**config.mk**
```make
export PLATFORM = sky130hd
export DESIGN_NAME = rowbyp_mult
export DESIGN_NICKNAME = d
export VERILOG_FILES = /design/src/rtl/rowbyp_pkg.sv /design/src/rtl/rowbyp_fa_cell.sv /design/src/rtl/rowbyp_ctrl.sv /design/src/rtl/rowbyp_row.sv /design/src/rtl/rowbyp_datapath.sv /design/src/rtl/rowbyp_mult.sv
export SDC_FILE = /design/constraint.sdc
export NUM_CORES = 1
export LEC_CHECK = 0
export BUFFER_PORTS_ARGS = -buffer_cell sky130_fd_sc_hd__buf_2
export CAP_MARGIN = 20
export CORE_ASPECT_RATIO = 0.7
export CORE_MARGIN = 8
export CORE_UTILIZATION = 25
export DETAILED_ROUTE_END_ITERATION = 8
export GPL_ROUTABILITY_DRIVEN = 0
export PLACE_DENSITY = 0.46
export RECOVER_POWER = 25
export SYNTH_ARGS = -nofsm -noshare
export SYNTH_HDL_FRONTEND = slang
export SYNTH_SLANG_ARGS = --single-unit
export TNS_END_PERCENT = 10
```
**constraint.sdc**
```tcl
create_clock -name vclk -period 5.8
set_input_delay 0.58 -clock vclk [all_inputs]
set_output_delay 0.58 -clock vclk [all_outputs]
set_load 0.01 [all_outputs]
```
**src/rtl/rowbyp_pkg.sv**
```systemverilog
package rowbyp_pkg;
  // Per-row strobes from control to datapath.
  typedef struct packed {
    logic rowEn;    // select adder results
    logic isolate;  // force adder operands to zero
  } rowStrobeT;
endpackage

```
**src/rtl/rowbyp_fa_cell.sv**
```systemverilog
module rowbyp_fa_cell (
  input  logic opA,
  input  logic opB,
  input  logic carryIn,
  output logic sumOut,
  output logic carryOut
);
  logic halfSum;
  assign halfSum  = opA ^ opB;
  assign sumOut   = halfSum ^ carryIn;
  assign carryOut = (opA & opB) | (halfSum & carryIn);
endmodule

```
**src/rtl/rowbyp_ctrl.sv**
```systemverilog
module rowbyp_ctrl
  import rowbyp_pkg::*;
#(
  parameter int WIDTH = 4
) (
  input  logic [WIDTH-1:0] mplier,
  output rowStrobeT [WIDTH-1:0] strobes
);
  // Row j is governed only by multiplicator bit j.
  for (genvar j = 0; j < WIDTH; j++) begin : gRowCtl
    assign strobes[j].rowEn   = mplier[j];
    assign strobes[j].isolate = ~mplier[j];
  end
endmodule

```
**src/rtl/rowbyp_row.sv**
```systemverilog
module rowbyp_row
  import rowbyp_pkg::*;
#(
  parameter int WIDTH = 4
) (
  input  rowStrobeT        strobe,
  input  logic [WIDTH-1:0] ppIn,     // partial product for this row
  input  logic [WIDTH-1:0] upperIn,  // sum handed down from the row above
  output logic [WIDTH:0]   rowOut
);
  logic [WIDTH-1:0] opX;
  logic [WIDTH-1:0] opY;
  logic [WIDTH-1:0] opC;
  logic [WIDTH-1:0] faSum;
  logic [WIDTH-1:0] faCarry;
  logic [WIDTH-1:0] sumSel;
  logic [WIDTH:0]   chain;

  assign chain[0] = 1'b0;

  for (genvar i = 0; i < WIDTH; i++) begin : gCell
    // operand isolation in place of tristate gates
    assign opX[i] = ppIn[i]    & ~strobe.isolate;
    assign opY[i] = upperIn[i] & ~strobe.isolate;
    assign opC[i] = chain[i]   & ~strobe.isolate;

    rowbyp_fa_cell uFa (
      .opA      (opX[i]),
      .opB      (opY[i]),
      .carryIn  (opC[i]),
      .sumOut   (faSum[i]),
      .carryOut (faCarry[i])
    );

    // bypass multiplexers: pass upper sum, clear carry
    assign sumSel[i]   = strobe.rowEn ? faSum[i]   : upperIn[i];
    assign chain[i+1]  = strobe.rowEn ? faCarry[i] : 1'b0;
  end

  assign rowOut = {chain[WIDTH], sumSel};
endmodule

```
**src/rtl/rowbyp_datapath.sv**
```systemverilog
module rowbyp_datapath
  import rowbyp_pkg::*;
#(
  parameter int WIDTH = 4
) (
  input  logic [WIDTH-1:0]   mcand,
  input  rowStrobeT [WIDTH-1:0] strobes,
  output logic [2*WIDTH-1:0] product
);
  localparam int RowW = WIDTH + 1;

  logic [RowW-1:0]  stage [WIDTH];
  logic [WIDTH-1:0] upper [WIDTH];
  logic [WIDTH-1:0] pp    [WIDTH];

  for (genvar j = 0; j < WIDTH; j++) begin : gRow
    assign pp[j] = mcand & {WIDTH{strobes[j].rowEn}};

    if (j == 0) begin : gSeed
      assign upper[j] = '0;
    end else begin : gChain
      assign upper[j] = stage[j-1][RowW-1:1];
    end

    rowbyp_row #(.WIDTH(WIDTH)) uRow (
      .strobe  (strobes[j]),
      .ppIn    (pp[j]),
      .upperIn (upper[j]),
      .rowOut  (stage[j])
    );

    assign product[j] = stage[j][0];
  end

  // last row's sum and carry chain give the upper product bits
  assign product[2*WIDTH-1:WIDTH] = stage[WIDTH-1][RowW-1:1];
endmodule

```
**src/rtl/rowbyp_mult.sv**
```systemverilog
module rowbyp_mult
  import rowbyp_pkg::*;
#(
  parameter int WIDTH = 4
) (
  input  logic [WIDTH-1:0]   mcand,
  input  logic [WIDTH-1:0]   mplier,
  output logic [2*WIDTH-1:0] product
);
  rowStrobeT [WIDTH-1:0] strobes;

  rowbyp_ctrl #(.WIDTH(WIDTH)) uCtrl (
    .mplier  (mplier),
    .strobes (strobes)
  );

  rowbyp_datapath #(.WIDTH(WIDTH)) uDp (
    .mcand   (mcand),
    .strobes (strobes),
    .product (product)
  );
endmodule

```
## After elaboration in Yosys (flattened, before gate mapping)

Cells that the tools add are included.

- Add/sub/neg operators: 0
- $mul: 0
- Divide/modulo/power cells: 0
- Order comparisons: 0
- Equal/unequal tests: 0
- Shifts and indexed selects: 0
- Muxes and demuxes: 28
- Bitwise operators: 88
- Reductions and logical operators: 0

Operator list:

| operator | count |
|---|---|
| $and A1 B1 Y1 | 56 |
| $mux W1 | 28 |
| $xor A1 B1 Y1 | 20 |
| $and A4 B4 Y4 | 4 |
| $or A1 B1 Y1 | 8 |

- Flip-flop bits (word level): 0
- Bits in latches: 0
- Memory bits (writable): 0
- ROM bits: 0
- Input bits: 8
- Output and inout port bits: 8
- Word-level logic and storage cells: 116
- Memories kept: 0

## Depth between registers and ports, before layout

Gate-level depths: netlist of the first run.

- Depth after elaboration: 34
- Depth in mapped cells: 22
- Gate-level depth less buffers: 20

## Modules after synthesis

From an unflattened synthesis of the first run, not the netlist that was laid out.

- Cell total of the unflattened synthesis: 117
- Area, all modules: 1139.8 µm²

Modules (own cells, without submodules):

| module | times used | cells each | area an instance (µm²) | sequential area each (µm²) |
|---|---|---|---|---|
| rowbyp_row | 4 | 19 | 167.7 | 0.0 |
| rowbyp_fa_cell | 16 | 1 | 20.0 | 0.0 |
| rowbyp_datapath | 1 | 17 | 103.8 | 0.0 |
| rowbyp_ctrl | 1 | 8 | 45.0 | 0.0 |

## Worst setup path before layout of the first run

No wires, ideal clock.

- Path type: input to output
- From: in mplier[1]
- To: out product[6]
- Arrival: 5.037 ns
- Data required time: 5.220 ns
- Slack: 0.183 ns
- Stages on the path: 22
- Path buffers: 2
- Cells stage by stage: buf_6 -> buf_2 -> and2_1 -> ha_1 -> nand2_1 -> fa_1 -> nor2b_1 -> fa_1 -> nand2_1 -> a21boi_0 -> fa_1 -> nand2_1 -> fa_1 -> inv_1 -> a22o_1 -> nand2_1 -> fa_1 -> nand2b_1 -> fa_1 -> nand2b_1 -> fa_1 -> mux2i_1

- Cells in the longest elaborated chain, start to end: 31
- Elaborated cells on any way between the ends: 83
- Those cells by class: mux (18); bitwise (65)

RTL lines:

| what | line | text |
|---|---|---|
| from (decl) | rowbyp_mult.sv:7 | `input logic [WIDTH-1:0] mplier,` |
| $and A4 B4 Y4 | rowbyp_datapath.sv:17 | `assign pp[j] = mcand & {WIDTH{strobes[j].rowEn}};` |
| $and A1 B1 Y1 | rowbyp_row.sv:23 | `assign opX[i] = ppIn[i] & ~strobe.isolate;` |
| $and A1 B1 Y1 | rowbyp_fa_cell.sv:11 | `assign carryOut = (opA & opB) \| (halfSum & carryIn);` |
| $mux W1 | rowbyp_row.sv:37 | `assign chain[i+1] = strobe.rowEn ? faCarry[i] : 1'b0;` |
| $and A1 B1 Y1 | rowbyp_row.sv:25 | `assign opC[i] = chain[i] & ~strobe.isolate;` |
| $and A1 B1 Y1 | rowbyp_fa_cell.sv:11 |  |
| $or A1 B1 Y1 | rowbyp_fa_cell.sv:11 |  |
| $mux W1 | rowbyp_row.sv:37 |  |
| [... 15 more ...] | - |  |
| $and A1 B1 Y1 or $mux W1 (tied branches) | rowbyp_row.sv:24, rowbyp_row.sv:37 |  |
| $xor A1 B1 Y1 or $and A1 B1 Y1 (tied branches) | rowbyp_fa_cell.sv:9, rowbyp_row.sv:25 |  |
| $and A1 B1 Y1 | rowbyp_fa_cell.sv:11 |  |
| $or A1 B1 Y1 | rowbyp_fa_cell.sv:11 |  |
| $mux W1 | rowbyp_row.sv:37 |  |
| $and A1 B1 Y1 | rowbyp_row.sv:25 |  |
| $xor A1 B1 Y1 | rowbyp_fa_cell.sv:10 | `assign sumOut = halfSum ^ carryIn;` |
| $mux W1 * | rowbyp_row.sv:36 | `assign sumSel[i] = strobe.rowEn ? faSum[i] : upperIn[i];` |
| to (decl) | rowbyp_mult.sv:8 | `output logic [2*WIDTH-1:0] product` |

Every way passes the cells marked *; elsewhere a longest branch is shown, timed or not.

## Worst setup path after layout of the first run

Ends and elaborated chain as after synthesis.

==> results.cfg, run 1 <==
[worst_setup_path]
cp-end-kind = output port
crit_arrival_ps = 4990
critPathMaxFanout = 6
start_kind = primary input
critPathKind = in2out
required_ps = 5220

[synthesis]
synth_nets = 95
netlist_instances = 75
synth_area_leaders = fa_1, nand2_1, and2_1
synth_top_cell_by_area = fa_1
syn-cell-area_sq_um = 592
synth_top_cell_area_share_pct = 27.1
synthDistinctLibCells = 19
avgSynthCellArea_sq_um = 7.89
ys_seq_area_share_pct = 0
yosysWarnings = 0

[sta]
setup_violations = 0
finalCritPeriodShare_pct = 96.0
fmax_ghz = 0.180
period_needed_ps = 5570
hold_viol = 0
whs_ps = 1470
slew_viol_final = 0
slew_headroom_pct = 75.3
tightest_slew_ps = 370

[drt]
dr.pass1.iters = 3
vias = 506
via_per_inst = 4.08
routedWlPerCell_um = 10.3
antenna_left = 0
drt_iter0_drc = 8
drcViolationCount = 0
wl_um = 1270

[global_routing]
grt_max_degree = 20
antenna_found_initial = 0
grt_pass1_wl_um = 2280
first_global_vias = 522
grt-ovfl-total = 0
grt_use_total_pct = 6.15

[final_layout]
final_core_util_pct = 34.7
instances_no_fill = 124
final_common_cell = nand2_1
nets = 114
mostFrequentLayoutCells = nand2_1, buf_2, and2_1
n_antenna_cell = 0
seq_cells = 0
drive_gt1_share_pct = 35.9
clkbuf_count = 0
syn_to_final_growth_pct = 28.3
regArea_sq_um = 0
design_area_sq_um = 759

[die]
die_area_sq_mm = 0.00420
rows = 14
core_sq_mm = 0.00219
die_w_um = 74.2
io_pins = 16
initial_core_util_pct = 27.0
die_h_um = 56.7

[power_and_ir_drop]
intPower_mw = 0.0220
clockPowerShare_pct = 0
cellPowerDensity_mw_per_mm2 = 59.2
leakage_nw = 0.352
seqPwrFrac_pct = 0
max-vdd-ir-drop_mv = 0.0209
pwr-share-comb_pct = 100.0
power_switching_mw = 0.0229
total_power_mw = 0.0450
swShare_pct = 51.0

[placed_design]
dp_hpwl_um = 1060
dp_cells = 123
place_area_sq_um = 714
port_buffers = 16

[flow_run]
cap_violations = 0

[worst_hold_path]
worstHoldPathType = in2out

[outcome]
outcome = finished, final reports clean
-- worst paths after layout --
check	startpoint	slack (ps)	cells past startpoint	to
worst max-delay path	mplier[1]	230	22	product[6]
worst min-delay path	mplier[1]	1470	3	product[1]
-- cells in the mapped netlist --
library cell	instances
fa_1	8
nor2b_1	3
buf_2	4
o21a_1	2
a22o_1	3
inv_1	2
nand3b_1	3
nand3_1	3
mux2_2	1
ha_1	4
and2_1	10
buf_6	2
nand2_1	17
nand2b_1	5
and3_1	3
a21boi_0	1
nor2b_4	1
o21ai_0	1
mux2i_1	2
-- worst max-delay path: stages --
cell and delay, ps:
buf_4 110, and3_4 170, ha_1 130, nand2_1 70, fa_2 340, nor2b_2 130
fa_1 420, nand2_1 100, a21boi_1 90, fa_1 390, nand2_1 90, fa_1 400
inv_1 60, a22o_1 160, nand2_2 70, fa_2 360, nand2b_4 140, fa_2 320
nand2b_4 140, fa_1 440, mux2i_1 130, buf_2 140
-- power by group through the flow --
stage          logic (mW)  clock network, mW  registers, mW
2_1_floorplan      0.0286                  0              0
3_3_place_gp       0.0418                  0              0
3_5_place_dp       0.0423                  0              0
4_1_cts            0.0425                  0              0
5_1_grt            0.0514                  0              0
6_report           0.0450                  0              0
-- area by class of cell --
| cell class | instances | area [sq um] |
|---|---|---|
| Fill cell | 244 | 1430 |
| Timing Repair Buffer | 23 | 134 |
| Inverter | 2 | 7.51 |
| Multi-Input combinational cell | 67 | 578 |
| Tap cell | 32 | 40.0 |
-- metal layers --
| layer | track usage, % | wire length, um | vias up |
|---|---|---|---|
| met5 | 0 | 0 | - |
| met4 | 0 | 0 | 0 |
| met3 | 0.708 | 65 | 0 |
| met2 | 9.63 | 532 | 8 |
| met1 | 9.02 | 674 | 216 |
| li1 | - | - | 282 |
-- kinds of logic after synthesis --
group	share of synthesized area, %
adders and majority gates	35.5
muxes	5.29
AOI/OAI and AO/OA	9.09
buffers and inverters	8.46
and+or+nand+nor	41.6
-- stage by stage --
stage / TNS, ps / setup slack (ps)
final: 0 / 230
after detailed placement: 0 / 70.8
after global routing: -18.1 / -18.1
after floorplan: 0 / 183
after global placement: 0 / 71.5
after CTS: 0 / 34.3
-- timing repair --
| item | in CTS | in global routing |
|---|---|---|
| hold buffers | 0 | 0 |
| gates resized for setup | 0 | 11 |
| setup buffers | 0 | 1 |
| setup endpoints to repair | 0 | 2 |
No activity file was read; power rests on OpenSTA's default activity.
==> inputs of run 2 (changes only) <==
--- a/config.mk
+++ b/config.mk
@@ -14,6 +14,7 @@
 export GPL_ROUTABILITY_DRIVEN = 0
 export PLACE_DENSITY = 0.46
 export RECOVER_POWER = 25
+export SETUP_SLACK_MARGIN = 0.5
 export SYNTH_ARGS = -nofsm -noshare
 export SYNTH_HDL_FRONTEND = slang
 export SYNTH_SLANG_ARGS = --single-unit
==> run 2 against run 1 <==
Net effect: worst setup slack improved by 34 ps; die area did not move; hold slack improved by 58 ps; final area did not move; combinational power barely moved; first-iteration DRC count rose by 140%; critical path depth did not move; power fell by 0.63%; via count rose by 2.2%; global-route usage barely moved; largest power group unchanged.
==> results.cfg, run 2 (synthesized netlist as in run 1, its figures left out) <==
[global_routing]
first_global_vias = 507
antenna_found_initial = 0
grt_max_degree = 20
grt_pass1_wl_um = 2210
grt-ovfl-total = 0
grt_use_total_pct = 6.15

[sta]
period_needed_ps = 5540
tightest_slew_ps = 380
slew_headroom_pct = 74.6
rsz0062_at_grt = yes
fmax_ghz = 0.181
hold_viol = 0
tns_ps = 0
finalCritPeriodShare_pct = 95.4
setup_violations = 0
slew_viol_final = 0

[die]
die_w_um = 74.2
initial_core_util_pct = 27.0
core_sq_mm = 0.00219
io_pins = 16
die_area_sq_mm = 0.00420
rows = 14
die_h_um = 56.7

[final_layout]
seq_cells = 0
design_area_sq_um = 759
nets = 111
final_common_cell = nand2_1
drive_gt1_share_pct = 41.6
clkbuf_count = 0
syn_to_final_growth_pct = 28.3
mostFrequentLayoutCells = nand2_1, buf_2, and2_1
fill_cells = 240
regArea_sq_um = 0
n_antenna_cell = 0

[worst_setup_path]
critPathMaxFanout = 4
start_kind = primary input
cp-end-kind = output port
critPathKind = in2out
crit_arrival_ps = 4960
required_ps = 5220

[placed_design]
place_area_sq_um = 737
port_buffers = 16
dp_hpwl_um = 1060

[drt]
drcViolationCount = 0
via_per_inst = 4.27
routedWlPerCell_um = 10.4
dr.pass1.iters = 3
drt_iter0_drc = 19
antenna_left = 0
wl_um = 1260
vias = 517

[power_and_ir_drop]
leakage_nw = 0.348
max-vdd-ir-drop_mv = 0.0200
cellPowerDensity_mw_per_mm2 = 58.8

[worst_hold_path]
worstHoldPathType = in2out

[flow_run]
cap_violations = 0

[outcome]
outcome = finished, final reports clean

[cts]
holdBufCountCts = 0
run 2: timing repair:
action / 4_1_cts / 5_1_grt
endpoints found under the setup margin: 2 / 3
pin swaps: 1 / 3
setup buffers: 1 / 1
gates resized for setup: 3 / 1
run 2: final cells by class:
| cell class | instances | area [sq um] | share of cell area (%) |
|---|---|---|---|
| inverter | 2 | 7.51 | 0.988 |
| timing repair buffer | 20 | 110 | 14.5 |
| tap | 32 | 40.0 | 5.27 |
| multi-input combinational | 67 | 602 | 79.2 |
run 2: stage by stage:
step	setup slack, ps	utilization, %	hold slack [ps]	std cells	total power, mW
after CTS	248	34.3	1520	120	0.0447
final	264	34.7	1530	121	0.0447
after global routing	52.6	34.7	1550	121	0.0503
after floorplan	452	-	1300	75	0.0319
after detailed placement	221	33.7	1520	119	0.0429
after global placement	183	33.7	1520	119	0.0427
run 2: final timing paths:
kind | start | endpoint | slack (ps) | cells after the start
worst max-delay path | mplier[1] | product[6] | 260 | 22
worst min-delay path | mcand[1] | product[1] | 1530 | 4
run 2: power by group:
| group | internal (mW) | switching (mW) |
|---|---|---|
| Clock | 0 | 0 |
| Combinational | 0.0211 | 0.0236 |
| Sequential | 0 | 0 |
run 2: worst max-delay path: stages:
cell	delay, ps
buf_2	120
and3_1	160
ha_1	140
nand2_1	60
fa_2	510
mux2i_1	70
and2_1	140
ha_2	160
and2_4	150
fa_2	350
nand2_2	70
fa_2	430
inv_1	60
a22o_1	160
nand2_2	70
fa_2	360
nand2b_4	140
fa_2	320
nand2b_4	140
fa_1	440
mux2i_2	150
buf_2	160
run 2: per-layer routing:
metal / up-vias / track usage [%] / part of all wire [%]
li1: 273 / - / -
met1: 236 / 9.75 / 55
met2: 8 / 9.00 / 41
met3: 0 / 0.354 / 3.7
met4: 0 / 0 / 0
met5: - / 0 / 0
==> inputs of run 3 (changes only) <==
--- a/config.mk
+++ b/config.mk
@@ -7,12 +7,11 @@
 export LEC_CHECK = 0
 export BUFFER_PORTS_ARGS = -buffer_cell sky130_fd_sc_hd__buf_2
 export CAP_MARGIN = 20
-export CORE_ASPECT_RATIO = 0.7
-export CORE_MARGIN = 8
-export CORE_UTILIZATION = 25
+export CORE_AREA = 8 8 45 47
 export DETAILED_ROUTE_END_ITERATION = 8
+export DIE_AREA = 0 0 53 55
 export GPL_ROUTABILITY_DRIVEN = 0
-export PLACE_DENSITY = 0.46
+export PLACE_DENSITY = 0.72
 export RECOVER_POWER = 25
 export SETUP_SLACK_MARGIN = 0.5
 export SYNTH_ARGS = -nofsm -noshare
==> run 3 against run 2 <==
Net effect: critical path type unchanged; global-route usage is 1.7 points higher; sequential share of layout area unchanged; power fell by 1.0%; final cell count shrank 13%; sequential cell count stayed put; die area shrank 31%; via count rose by 0.77%.
==> results.cfg, run 3 (synthesized netlist as in run 1, its figures left out) <==
[sta]
tightest_slew_ps = 354
fin_ws_ps = 341
setup_violations = 0
finalCritPeriodShare_pct = 94.1
rsz0062_at_grt = yes
slew_viol_final = 0
tns_ps = 0
fmax_ghz = 0.183
slew_headroom_pct = 76.4
period_needed_ps = 5460
hold_viol = 0

[power_and_ir_drop]
leakage_nw = 0.349
swShare_pct = 50.9
cellPowerDensity_mw_per_mm2 = 59.1
pwr-share-comb_pct = 100.0
seqPwrFrac_pct = 0
max-vdd-ir-drop_mv = 0.0278
power_switching_mw = 0.0225
total_power_mw = 0.0442
clockPowerShare_pct = 0
intPower_mw = 0.0217

[placed_design]
port_buffers = 16
place_ws_ps = 209
dp_cells = 102
dp_hpwl_um = 920

[worst_setup_path]
cp_num_buf_inv = 3
cp_slowest_stage_delay_ps = 520
critPathMostFrequentCell = fa_2
required_ps = 5220
cp-end-kind = output port
path_cells = buf_4 > and3_4 > ha_1 > nand2_1 > fa_2 > mux2i_1 > and2_1 > ha_2 > and2_4 > fa_2 > nand2_2 > fa_1 > inv_1 > a22o_1 > nand2_1 > fa_2 > nand2b_4 > fa_2 > nand2b_4 > fa_1 > mux2i_2 > buf_2
cpLargestDelayFamily = adder cells
crit_arrival_ps = 4880
critPathMaxFanout = 5
slowest_stage = fa_2
critPathKind = in2out
start_kind = primary input

[die]
die_w_um = 53
rows = 14
die_area_sq_mm = 0.00292
initial_core_util_pct = 42.8
core_sq_mm = 0.00138
die_h_um = 55
io_pins = 16

[drt]
antenna_left = 0
wl_um = 1100
drcViolationCount = 0
routedWlPerCell_um = 10.5
vias = 521
drt_iter0_drc = 4
dr.pass1.iters = 3
via_per_inst = 4.96

[global_routing]
grt-ovfl-total = 0
grt_pass1_wl_um = 1920
antenna_found_initial = 0
first_global_vias = 466
grt_max_degree = 20
grt_use_total_pct = 7.85

[final_layout]
mostFrequentLayoutCells = nand2_1, buf_2, and2_1
drive_gt1_share_pct = 40.4
seq_cells = 0
clkbuf_count = 0
nets = 111
n_antenna_cell = 0
fill_cells = 138
final_common_cell = nand2_1
instances_no_fill = 105
syn_to_final_growth_pct = 26.4
regArea_sq_um = 0
multiInputGateArea_sq_um = 602

[flow_run]
cap_violations = 0

[outcome]
outcome = finished, final reports clean

[worst_hold_path]
worstHoldPathType = in2out

[cts]
holdBufCountCts = 0
[run 3: cell counts in the layout (fill, tap and decap cells not counted)]
No cell type changed its count.
[run 3: path summary, 6_finish.rpt]
path,start,endpoint,cells past startpoint
max,mplier[1],product[6],22
min,mplier[1],product[1],3
[run 3: layout make-up]
| type | count | share of cell area [%] |
|---|---|---|
| inverters | 2 | 1.00 |
| multi-input cells | 67 | 80.4 |
| well taps | 16 | 2.68 |
| repair buffers | 20 | 15.9 |
[run 3: routing by layer]
| layer | wire length (um) | share of wire (%) | global-route usage, % |
|---|---|---|---|
| met2 | 561 | 51 | 14.6 |
| met1 | 499 | 45 | 10.3 |
| met4 | 0 | 0 | 0 |
| met5 | 0 | 0 | 0 |
| met3 | 39 | 3.5 | 0.267 |
[run 3: power by group through the flow]
stage	clock network [mW]	registers [mW]	logic (mW)
3_3_place_gp	0	0	0.0404
4_1_cts	0	0	0.0435
3_5_place_dp	0	0	0.0413
5_1_grt	0	0	0.0510
2_1_floorplan	0	0	0.0319
6_report	0	0	0.0442
[run 3: through the flow]
step | area [sq um] | util (%) | hold slack (ps)
floorplan | 654 | - | 1300
global placement | 709 | 51.3 | 1490
detailed placement | 709 | 51.3 | 1490
CTS | 733 | 53.0 | 1470
global route | 748 | 54.1 | 1500
finish | 748 | 54.1 | 1460
[run 3: timing repair]
item	4_1_cts	5_1_grt
setup buffers	1	2
gates resized for setup	5	1
endpoints found under the setup margin	2	2
pin swaps	3	1
[run 3: worst min-delay path: stages]
cell	delay, ps
buf_4	100
o21ai_0	80
clkbuf_1	120
